File: src/rtl/nand_erase_pkg.sv
// Shared types and command bytes for the NAND block-erase sequencer.
// Assumes an 8-bit NAND lane and a status byte with fail at bit 0 and ready at bit 6.
package nand_erase_pkg;

    typedef enum logic [2:0] {
        SEQ_IDLE,
        SEQ_SETUP,
        SEQ_ADDR,
        SEQ_CONFIRM,
        SEQ_WAIT,
        SEQ_STAT_CMD,
        SEQ_STAT_RD
    } seq_state_t;

    localparam logic [7:0] OP_ERASE_SETUP = 8'h60;
    localparam logic [7:0] OP_ERASE_GO    = 8'hD0;
    localparam logic [7:0] OP_STATUS      = 8'h70;

    localparam int STAT_FAIL_BIT = 0;
    localparam int STAT_RDY_BIT  = 6;

endpackage

File: src/rtl/nand_rb_sync.sv
// Synchroniser for the asynchronous ready/busy pin.
// Assumes STAGES >= 2. The chain resets to 1 (ready), so no false busy follows reset.
module nand_rb_sync #(
    parameter int STAGES = 2
) (
    input  logic clk,
    input  logic rst_n,
    input  logic async_in,
    output logic sync_out
);

    logic [STAGES-1:0] chain_q;

    // Shift the pin value through the flop chain.
    always_ff @(posedge clk) begin
        if (!rst_n) begin
            chain_q <= '1;
        end else begin
            chain_q <= {chain_q[STAGES-2:0], async_in};
        end
    end

    assign sync_out = chain_q[STAGES-1];

endmodule

File: src/rtl/nand_strobe_gen.sv
// Generates one active-low strobe: low for low_cyc cycles, then high for high_cyc cycles.
// A strobe starts from idle whenever go is high. done marks the last high cycle.
// Assumes low_cyc and high_cyc are at least 1 and stay stable during a strobe.
module nand_strobe_gen #(
    parameter int TW = 4
) (
    input  logic          clk,
    input  logic          rst_n,
    input  logic          go,
    input  logic [TW-1:0] low_cyc,
    input  logic [TW-1:0] high_cyc,
    output logic          strobe_n,
    output logic          done
);

    typedef enum logic [1:0] {SG_IDLE, SG_LOW, SG_HIGH} sg_state_t;

    sg_state_t     st_q;
    logic [TW-1:0] cnt_q;

    // Step through the idle, low and high phases and count the cycles of each.
    always_ff @(posedge clk) begin
        if (!rst_n) begin
            st_q  <= SG_IDLE;
            cnt_q <= '0;
        end else begin
            case (st_q)
                SG_IDLE: begin
                    cnt_q <= '0;
                    if (go) st_q <= SG_LOW;
                end
                SG_LOW: begin
                    if (cnt_q == low_cyc - TW'(1)) begin
                        st_q  <= SG_HIGH;
                        cnt_q <= '0;
                    end else begin
                        cnt_q <= cnt_q + TW'(1);
                    end
                end
                SG_HIGH: begin
                    if (cnt_q == high_cyc - TW'(1)) begin
                        st_q  <= SG_IDLE;
                        cnt_q <= '0;
                    end else begin
                        cnt_q <= cnt_q + TW'(1);
                    end
                end
                default: begin
                    st_q  <= SG_IDLE;
                    cnt_q <= '0;
                end
            endcase
        end
    end

    assign strobe_n = (st_q != SG_LOW);
    assign done     = (st_q == SG_HIGH) && (cnt_q == high_cyc - TW'(1));

endmodule

File: src/rtl/nand_busy_wait.sv
// Waits for the device after the erase confirm strobe.
// First it ignores ready/busy for WB_DELAY cycles. Then it watches the synchronised line
// for up to MAX_BUSY_CYC cycles. Ready takes priority over timeout in the same cycle.
// Assumes go stays high until ready or timeout is seen. A low go rearms the block.
module nand_busy_wait #(
    parameter int WB_DELAY     = 4,
    parameter int MAX_BUSY_CYC = 2000000
) (
    input  logic clk,
    input  logic rst_n,
    input  logic go,
    input  logic rb_ready,
    output logic ready,
    output logic timeout
);

    localparam int SPAN = (MAX_BUSY_CYC > WB_DELAY) ? MAX_BUSY_CYC : WB_DELAY;
    localparam int CW   = $clog2(SPAN + 1);
    localparam logic [CW-1:0] WB_LAST  = CW'(WB_DELAY - 1);
    localparam logic [CW-1:0] MAX_LAST = CW'(MAX_BUSY_CYC - 1);

    logic          mon_q;
    logic [CW-1:0] cnt_q;

    // Count the ignore window, then count the monitored busy cycles.
    always_ff @(posedge clk) begin
        if (!rst_n || !go) begin
            mon_q <= 1'b0;
            cnt_q <= '0;
        end else if (!mon_q) begin
            if (cnt_q == WB_LAST) begin
                mon_q <= 1'b1;
                cnt_q <= '0;
            end else begin
                cnt_q <= cnt_q + CW'(1);
            end
        end else if (!rb_ready && cnt_q != MAX_LAST) begin
            cnt_q <= cnt_q + CW'(1);
        end
    end

    assign ready   = go && mon_q && rb_ready;
    assign timeout = go && mon_q && !rb_ready && (cnt_q == MAX_LAST);

endmodule

File: src/rtl/nand_erase_seq.sv
// Top of the NAND block-erase sequencer.
// It accepts one request, sends the setup command, the row address cycles and the confirm
// command, waits for ready, reads the status byte and pulses done with the result.
// Assumes a pad outside splits the lane into nf_io_out/nf_io_oe/nf_io_in.
// Assumes WB_DELAY plus the strobe high width is at least SYNC_STAGES.
module nand_erase_seq
    import nand_erase_pkg::*;
#(
    parameter int ROW_W        = 16,
    parameter int PAGE_BITS    = 6,
    parameter int TW           = 4,
    parameter int MIN_WE_LOW   = 2,
    parameter int MIN_WE_HIGH  = 2,
    parameter int WB_DELAY     = 4,
    parameter int MAX_BUSY_CYC = 2000000,
    parameter int SYNC_STAGES  = 2
) (
    input  logic             clk,
    input  logic             rst_n,
    input  logic             req_valid,
    output logic             req_ready,
    input  logic [ROW_W-1:0] req_row,
    input  logic [TW-1:0]    cfg_we_low,
    input  logic [TW-1:0]    cfg_we_high,
    output logic             done,
    output logic             done_fail,
    output logic             done_timeout,
    output logic             nf_ce_n,
    output logic             nf_cle,
    output logic             nf_ale,
    output logic             nf_we_n,
    output logic             nf_re_n,
    output logic [7:0]       nf_io_out,
    output logic             nf_io_oe,
    input  logic [7:0]       nf_io_in,
    input  logic             nf_rb_n
);

    localparam int ADDR_CYC = (ROW_W + 7) / 8;
    localparam int ROW_PAD  = ADDR_CYC * 8;
    localparam int ACW      = (ADDR_CYC > 1) ? $clog2(ADDR_CYC) : 1;
    localparam logic [ACW-1:0]     ADDR_LAST = ACW'(ADDR_CYC - 1);
    localparam logic [TW-1:0]      LOW_FLOOR  = TW'(MIN_WE_LOW);
    localparam logic [TW-1:0]      HIGH_FLOOR = TW'(MIN_WE_HIGH);
    localparam logic [ROW_W-1:0]   PAGE_MASK  = ~((ROW_W)'((1 << PAGE_BITS) - 1));

    seq_state_t           st_q;
    logic [ACW-1:0]       acnt_q;
    logic [ROW_PAD-1:0]   row_q;
    logic [TW-1:0]        low_q;
    logic [TW-1:0]        high_q;
    logic                 rd_fail_q;
    logic                 rd_rdy_q;
    logic                 done_q;
    logic                 fail_q;
    logic                 tmo_q;

    logic                 we_go;
    logic                 we_done;
    logic                 re_go;
    logic                 re_done;
    logic                 rb_sync;
    logic                 bw_ready;
    logic                 bw_timeout;

    // Synchronise the ready/busy pin.
    nand_rb_sync #(.STAGES(SYNC_STAGES)) u_rb_sync (
        .clk      (clk),
        .rst_n    (rst_n),
        .async_in (nf_rb_n),
        .sync_out (rb_sync)
    );

    // Write strobe generator for the command and address cycles.
    nand_strobe_gen #(.TW(TW)) u_we_gen (
        .clk      (clk),
        .rst_n    (rst_n),
        .go       (we_go),
        .low_cyc  (low_q),
        .high_cyc (high_q),
        .strobe_n (nf_we_n),
        .done     (we_done)
    );

    // Read strobe generator for the status byte.
    nand_strobe_gen #(.TW(TW)) u_re_gen (
        .clk      (clk),
        .rst_n    (rst_n),
        .go       (re_go),
        .low_cyc  (low_q),
        .high_cyc (high_q),
        .strobe_n (nf_re_n),
        .done     (re_done)
    );

    // Ignore window and bounded wait for the device.
    nand_busy_wait #(.WB_DELAY(WB_DELAY), .MAX_BUSY_CYC(MAX_BUSY_CYC)) u_busy_wait (
        .clk      (clk),
        .rst_n    (rst_n),
        .go       (st_q == SEQ_WAIT),
        .rb_ready (rb_sync),
        .ready    (bw_ready),
        .timeout  (bw_timeout)
    );

    assign we_go = (st_q == SEQ_SETUP) || (st_q == SEQ_ADDR) ||
                   (st_q == SEQ_CONFIRM) || (st_q == SEQ_STAT_CMD);
    assign re_go = (st_q == SEQ_STAT_RD);

    // Main sequence: advance on each strobe completion and on the busy-wait outcome.
    always_ff @(posedge clk) begin
        if (!rst_n) begin
            st_q   <= SEQ_IDLE;
            acnt_q <= '0;
            row_q  <= '0;
            low_q  <= LOW_FLOOR;
            high_q <= HIGH_FLOOR;
            done_q <= 1'b0;
            fail_q <= 1'b0;
            tmo_q  <= 1'b0;
        end else begin
            done_q <= 1'b0;
            fail_q <= 1'b0;
            tmo_q  <= 1'b0;
            case (st_q)
                SEQ_IDLE: begin
                    if (req_valid) begin
                        row_q  <= ROW_PAD'(req_row & PAGE_MASK);
                        low_q  <= (cfg_we_low < LOW_FLOOR) ? LOW_FLOOR : cfg_we_low;
                        high_q <= (cfg_we_high < HIGH_FLOOR) ? HIGH_FLOOR : cfg_we_high;
                        acnt_q <= '0;
                        st_q   <= SEQ_SETUP;
                    end
                end
                SEQ_SETUP: begin
                    if (we_done) st_q <= SEQ_ADDR;
                end
                SEQ_ADDR: begin
                    if (we_done) begin
                        row_q <= row_q >> 8;
                        if (acnt_q == ADDR_LAST) begin
                            st_q <= SEQ_CONFIRM;
                        end else begin
                            acnt_q <= acnt_q + ACW'(1);
                        end
                    end
                end
                SEQ_CONFIRM: begin
                    if (we_done) st_q <= SEQ_WAIT;
                end
                SEQ_WAIT: begin
                    if (bw_ready) begin
                        st_q <= SEQ_STAT_CMD;
                    end else if (bw_timeout) begin
                        st_q   <= SEQ_IDLE;
                        done_q <= 1'b1;
                        fail_q <= 1'b1;
                        tmo_q  <= 1'b1;
                    end
                end
                SEQ_STAT_CMD: begin
                    if (we_done) st_q <= SEQ_STAT_RD;
                end
                SEQ_STAT_RD: begin
                    if (re_done) begin
                        st_q   <= SEQ_IDLE;
                        done_q <= 1'b1;
                        fail_q <= rd_fail_q || !rd_rdy_q;
                    end
                end
                default: st_q <= SEQ_IDLE;
            endcase
        end
    end

    // Sample the two status flags on every cycle the read strobe is low.
    always_ff @(posedge clk) begin
        if (!rst_n) begin
            rd_fail_q <= 1'b0;
            rd_rdy_q  <= 1'b0;
        end else if (!nf_re_n) begin
            rd_fail_q <= nf_io_in[STAT_FAIL_BIT];
            rd_rdy_q  <= nf_io_in[STAT_RDY_BIT];
        end
    end

    // Decode the pin levels from the sequence state.
    always_comb begin
        nf_cle    = 1'b0;
        nf_ale    = 1'b0;
        nf_io_out = 8'h00;
        case (st_q)
            SEQ_SETUP:    begin nf_cle = 1'b1; nf_io_out = OP_ERASE_SETUP; end
            SEQ_ADDR:     begin nf_ale = 1'b1; nf_io_out = row_q[7:0];     end
            SEQ_CONFIRM:  begin nf_cle = 1'b1; nf_io_out = OP_ERASE_GO;    end
            SEQ_STAT_CMD: begin nf_cle = 1'b1; nf_io_out = OP_STATUS;      end
            default:      ;
        endcase
    end

    assign nf_io_oe     = nf_cle || nf_ale;
    assign nf_ce_n      = (st_q == SEQ_IDLE);
    assign req_ready    = (st_q == SEQ_IDLE);
    assign done         = done_q;
    assign done_fail    = fail_q;
    assign done_timeout = tmo_q;

endmodule

File: config.mk
export PLATFORM = sky130hd
export DESIGN_NAME = nand_erase_seq
export DESIGN_NICKNAME = d
export VERILOG_FILES = /design/src/rtl/nand_erase_pkg.sv /design/src/rtl/nand_rb_sync.sv /design/src/rtl/nand_strobe_gen.sv /design/src/rtl/nand_busy_wait.sv /design/src/rtl/nand_erase_seq.sv
export SDC_FILE = /design/constraint.sdc
export NUM_CORES = 1
export LEC_CHECK = 0
export ABC_AREA = 1
export CAP_MARGIN = 0
export CORE_MARGIN = 2
export CORE_UTILIZATION = 60
export CTS_CLUSTER_DIAMETER = 80
export CTS_CLUSTER_SIZE = 20
export DETAILED_ROUTE_END_ITERATION = 16
export PLACE_DENSITY_LB_ADDON = 0.1
export SYNTH_ARGS = -nofsm -noshare
export SYNTH_HDL_FRONTEND = slang
export SYNTH_HIERARCHICAL = 1
export SYNTH_SLANG_ARGS = --single-unit
export TNS_END_PERCENT = 1
File: constraint.sdc
create_clock -name clk -period 4.55 [get_ports clk]
set_clock_uncertainty 0.1 [all_clocks]
set_input_delay 0.91 -clock clk [delete_from_list [all_inputs] [get_ports clk]]
set_output_delay 0.91 -clock clk [all_outputs]
set_load 0.01 [all_outputs]
==> flow_metrics.env <==
export IMPL_outcome="complete, no violations"
export IMPL_dieArea_sq_um=7704
export IMPL_finalNonFillerCells=798
export IMPL_synth_nets=706
export IMPL_cts_sinks=69
export IMPL_clockBufferDepth=2
export IMPL_worstRegToRegCells=12
export IMPL_io_pins=54
export IMPL_grt_usage_pct=26.44
export IMPL_via_count=4093
export IMPL_synth_edf_count=0
export IMPL_ys_types=35
export IMPL_vias_per_cell=5.129
export IMPL_ctsResizeCount=0
export IMPL_yosysWarnings=6
export IMPL_maxCapViolCount=0
export IMPL_synth_top_area_cell="dfxtp_1"
export IMPL_diodes=0
export IMPL_period_needed_ns=3.167
export IMPL_antenna_found_initial=0
export IMPL_synth_common_cells="nand2_1 (203), nor2_1 (91), inv_1 (81), dfxtp_1 (69)"
export IMPL_core_sq_um=6794
export IMPL_cts_tree="done"
export IMPL_drtAntennaViolNets=0
export IMPL_ys_seq_elements=69
export IMPL_irDropWorstVdd_uv=336.5
export IMPL_rsz0062_at_grt="false"
export IMPL_synth_top_cells_by_area="dfxtp_1 (33%), nand2_1 (18%), nor2_1 (8.1%)"
export IMPL_synthFlopType="dfxtp_1"
export IMPL_cp_max_fo=17
export IMPL_max_freq_mhz=315.8
export IMPL_start_util_pct=61.97
export IMPL_clk_latency_ns=0.35
export IMPL_synthMuxAreaShare_pct=0
export IMPL_power_density_nw_per_um2=430.4
export IMPL_portBuffers=41
export IMPL_synth_top_family_by_area="simple AND/OR/NAND/NOR gates"
export IMPL_grt_pass1_wl_um=16390
export IMPL_synth_xor_area_share_pct=4.785
export IMPL_clockRootBuffer="clkbuf_8"
export IMPL_worst_ep_arrival_time_ns=2.16
export IMPL_setup_ws_ns=1.383
export IMPL_drtIter0Drc=223
export IMPL_remaining_drc_errors=0
export IMPL_cp_start_kind="flop"
export IMPL_finalHoldViolCount=0
export IMPL_cts_buffers=9
export IMPL_tightest_slew_ns=0.7069
export IMPL_avgSynthCellArea_sq_um=6.408
export IMPL_slew_headroom_pct=52.81
export IMPL_routed_wl_um=9551
export IMPL_synth_simple_area_share_pct=40.21
export IMPL_drt_pass1_iterations=5
export IMPL_synthCells=657
export IMPL_leakagePower_nw=2.014
export IMPL_setup_violations_final=0
export IMPL_synthesis_area_sq_um=4210
export IMPL_cp_end_kind="primary output"
export IMPL_synth_compound_area_share_pct=7.786
export IMPL_synth_fa_ha_area_share_pct=3.863
export IMPL_clkTransAtPathRegs_ns=0.08
export IMPL_pre_cts_ws_ns=1.780
export IMPL_final_max_slew_violation_count=0
export IMPL_overflow=0
export IMPL_ys_seq_area_share_pct=32.81
export IMPL_crit_type="reg -> out"
export IMPL_layout_area_overhead_vs_synth_pct=14.56
export IMPL_synth_top_area_share_pct=32.81
export IMPL_die_h_um=87.77
export IMPL_post_route_period_util_pct=69.60
export IMPL_rows=30
export IMPL_cts_hold_buf=0
export IMPL_worstPathRequired_ns=3.54
export IMPL_fin_tns_setup_ns=0
export IMPL_fin_total_pwr_mw=2.076
export IMPL_gp_congestion=0.8829
export IMPL_cts_setup_buffers=0
export IMPL_yosys_cell_count_top_type="nand2_1"
export IMPL_die_width_um=87.77
export IMPL_h_tree_depth=3
export IMPL_hold_depth=2
export IMPL_dp_cells=782
export IMPL_drive_gt1_share_pct=8.405
export IMPL_hpwl_um=7097
export IMPL_final_nets=746
export IMPL_synth_async_sr_flop_share_pct=0
export IMPL_hp_class="reg -> reg"
export IMPL_grt_max_degree=29
export IMPL_wl_per_cell_um=11.97
export IMPL_grt_pass1_vias=3726
stage by stage:
stage / area (sq um) / hold slack, ns / util [%]
final: 4823 / 0.3170 / 70.99
after global routing: 4823 / 0.3364 / 70.99
after CTS: 4823 / 0.3206 / 70.99
after detailed placement: 4647 / 0.3020 / 68.40
after global placement: 4647 / 0.2881 / 68.40
after floorplan: 4210 / 0.2795 / -
per-layer routing:
metal  vias up  track usage [%]  wire length, um
met5         -                0                0
met4         0            6.993              114
met3        16            5.749              438
met2        94            43.18             4477
met1      1862            35.50             4520
li1       2121                -                -
final cells by class:
type / count / area, sq um
Tap cell: 96 / 120.1
Sequential cell: 69 / 1381
Clock inverter: 6 / 38.79
Fill cell: 585 / 1971
Inverter: 91 / 342.8
Timing Repair Buffer: 42 / 417.9
Clock buffer: 10 / 137.6
Multi-Input combinational cell: 484 / 2385
critical path, cell delays in order, from the launching register on:
cell	delay [ns]
dfxtp_1	0.53
inv_1	0.20
nand2_2	0.31
inv_1	0.16
nand2_1	0.09
nand2_1	0.05
clkdlybuf4s50_1	0.47
cells by family (layout without fill, tap and decap cells):
kind of cell,count (synthesis),count (layout)
adder cells (fa/ha/maj),13,13
buffers and inverters,104,149
flip-flops,69,69
XOR/XNOR,23,23
AND/OR/NAND/NOR,386,386
AO/OA/AOI/OAI,62,62
path summary, 6_finish.rpt:
| kind | slack (ns) | endpoint | startpoint |
|---|---|---|---|
| max | 1.38 | nf_io_out[4] | st_q[2] |
| min | 0.32 | u_rb_sync/chain_q[1] | u_rb_sync/chain_q[0] |
| max reg2reg | 1.96 | st_q[0] | u_busy_wait/cnt_q[0] |
| min reg2reg | 0.32 | u_rb_sync/chain_q[1] | u_rb_sync/chain_q[0] |
layout by cell type (no fill, tap or decap):
| cell type | synthesis | routed |
|---|---|---|
| dfxtp_1 | 69 | 69 |
| or2_2 | 2 | 2 |
| nor2_2 | 3 | 3 |
| nand4_1 | 3 | 3 |
| clkinv_4 | 0 | 1 |
| o21a_1 | 1 | 1 |
| ha_1 | 13 | 13 |
| nand3b_1 | 3 | 3 |
| buf_4 | 1 | 1 |
| nor3_2 | 1 | 1 |
| clkinv_2 | 1 | 4 |
| clkdlybuf4s50_1 | 0 | 41 |
| clkbuf_8 | 1 | 10 |
| nand2_4 | 2 | 2 |
| xnor2_1 | 9 | 9 |
| o21ai_0 | 5 | 5 |
| nor3_1 | 2 | 2 |
| a21oi_1 | 53 | 53 |
| nand3_2 | 8 | 8 |
| nor2_1 | 91 | 91 |
| nor4_1 | 1 | 1 |
| inv_2 | 9 | 9 |
| nand3_1 | 53 | 53 |
| nand3_4 | 1 | 1 |
| o21ai_4 | 1 | 1 |
| xor2_1 | 14 | 14 |
| nor2_8 | 1 | 1 |
| o21ai_1 | 1 | 1 |
| clkinvlp_4 | 0 | 2 |
| a21oi_2 | 1 | 1 |
| inv_1 | 81 | 81 |
| nand2_2 | 10 | 10 |
| nor2_4 | 2 | 2 |
| nand2_1 | 203 | 203 |
registers in the layout, summed over array words and instances, names as in the netlist:
name / flops
acnt_q: 1
done: 1
done_fail: 1
done_timeout: 1
high_q: 4
low_q: 4
rd_fail_q: 1
rd_rdy_q: 1
row_q: 16
st_q: 3
u_busy_wait/cnt_q: 21
u_busy_wait/mon_q: 1
u_rb_sync/chain_q: 2
u_re_gen/cnt_q: 4
u_re_gen/st_q: 2
u_we_gen/cnt_q: 4
u_we_gen/st_q: 2
where the power goes:
group          internal, mW  switching (mW)  total, mW
sequential            0.686          0.0888      0.775
clock                 0.211           0.246      0.456
combinational         0.336           0.509      0.844
total                  1.23           0.844       2.08
(Power assumes the default switching activity.)
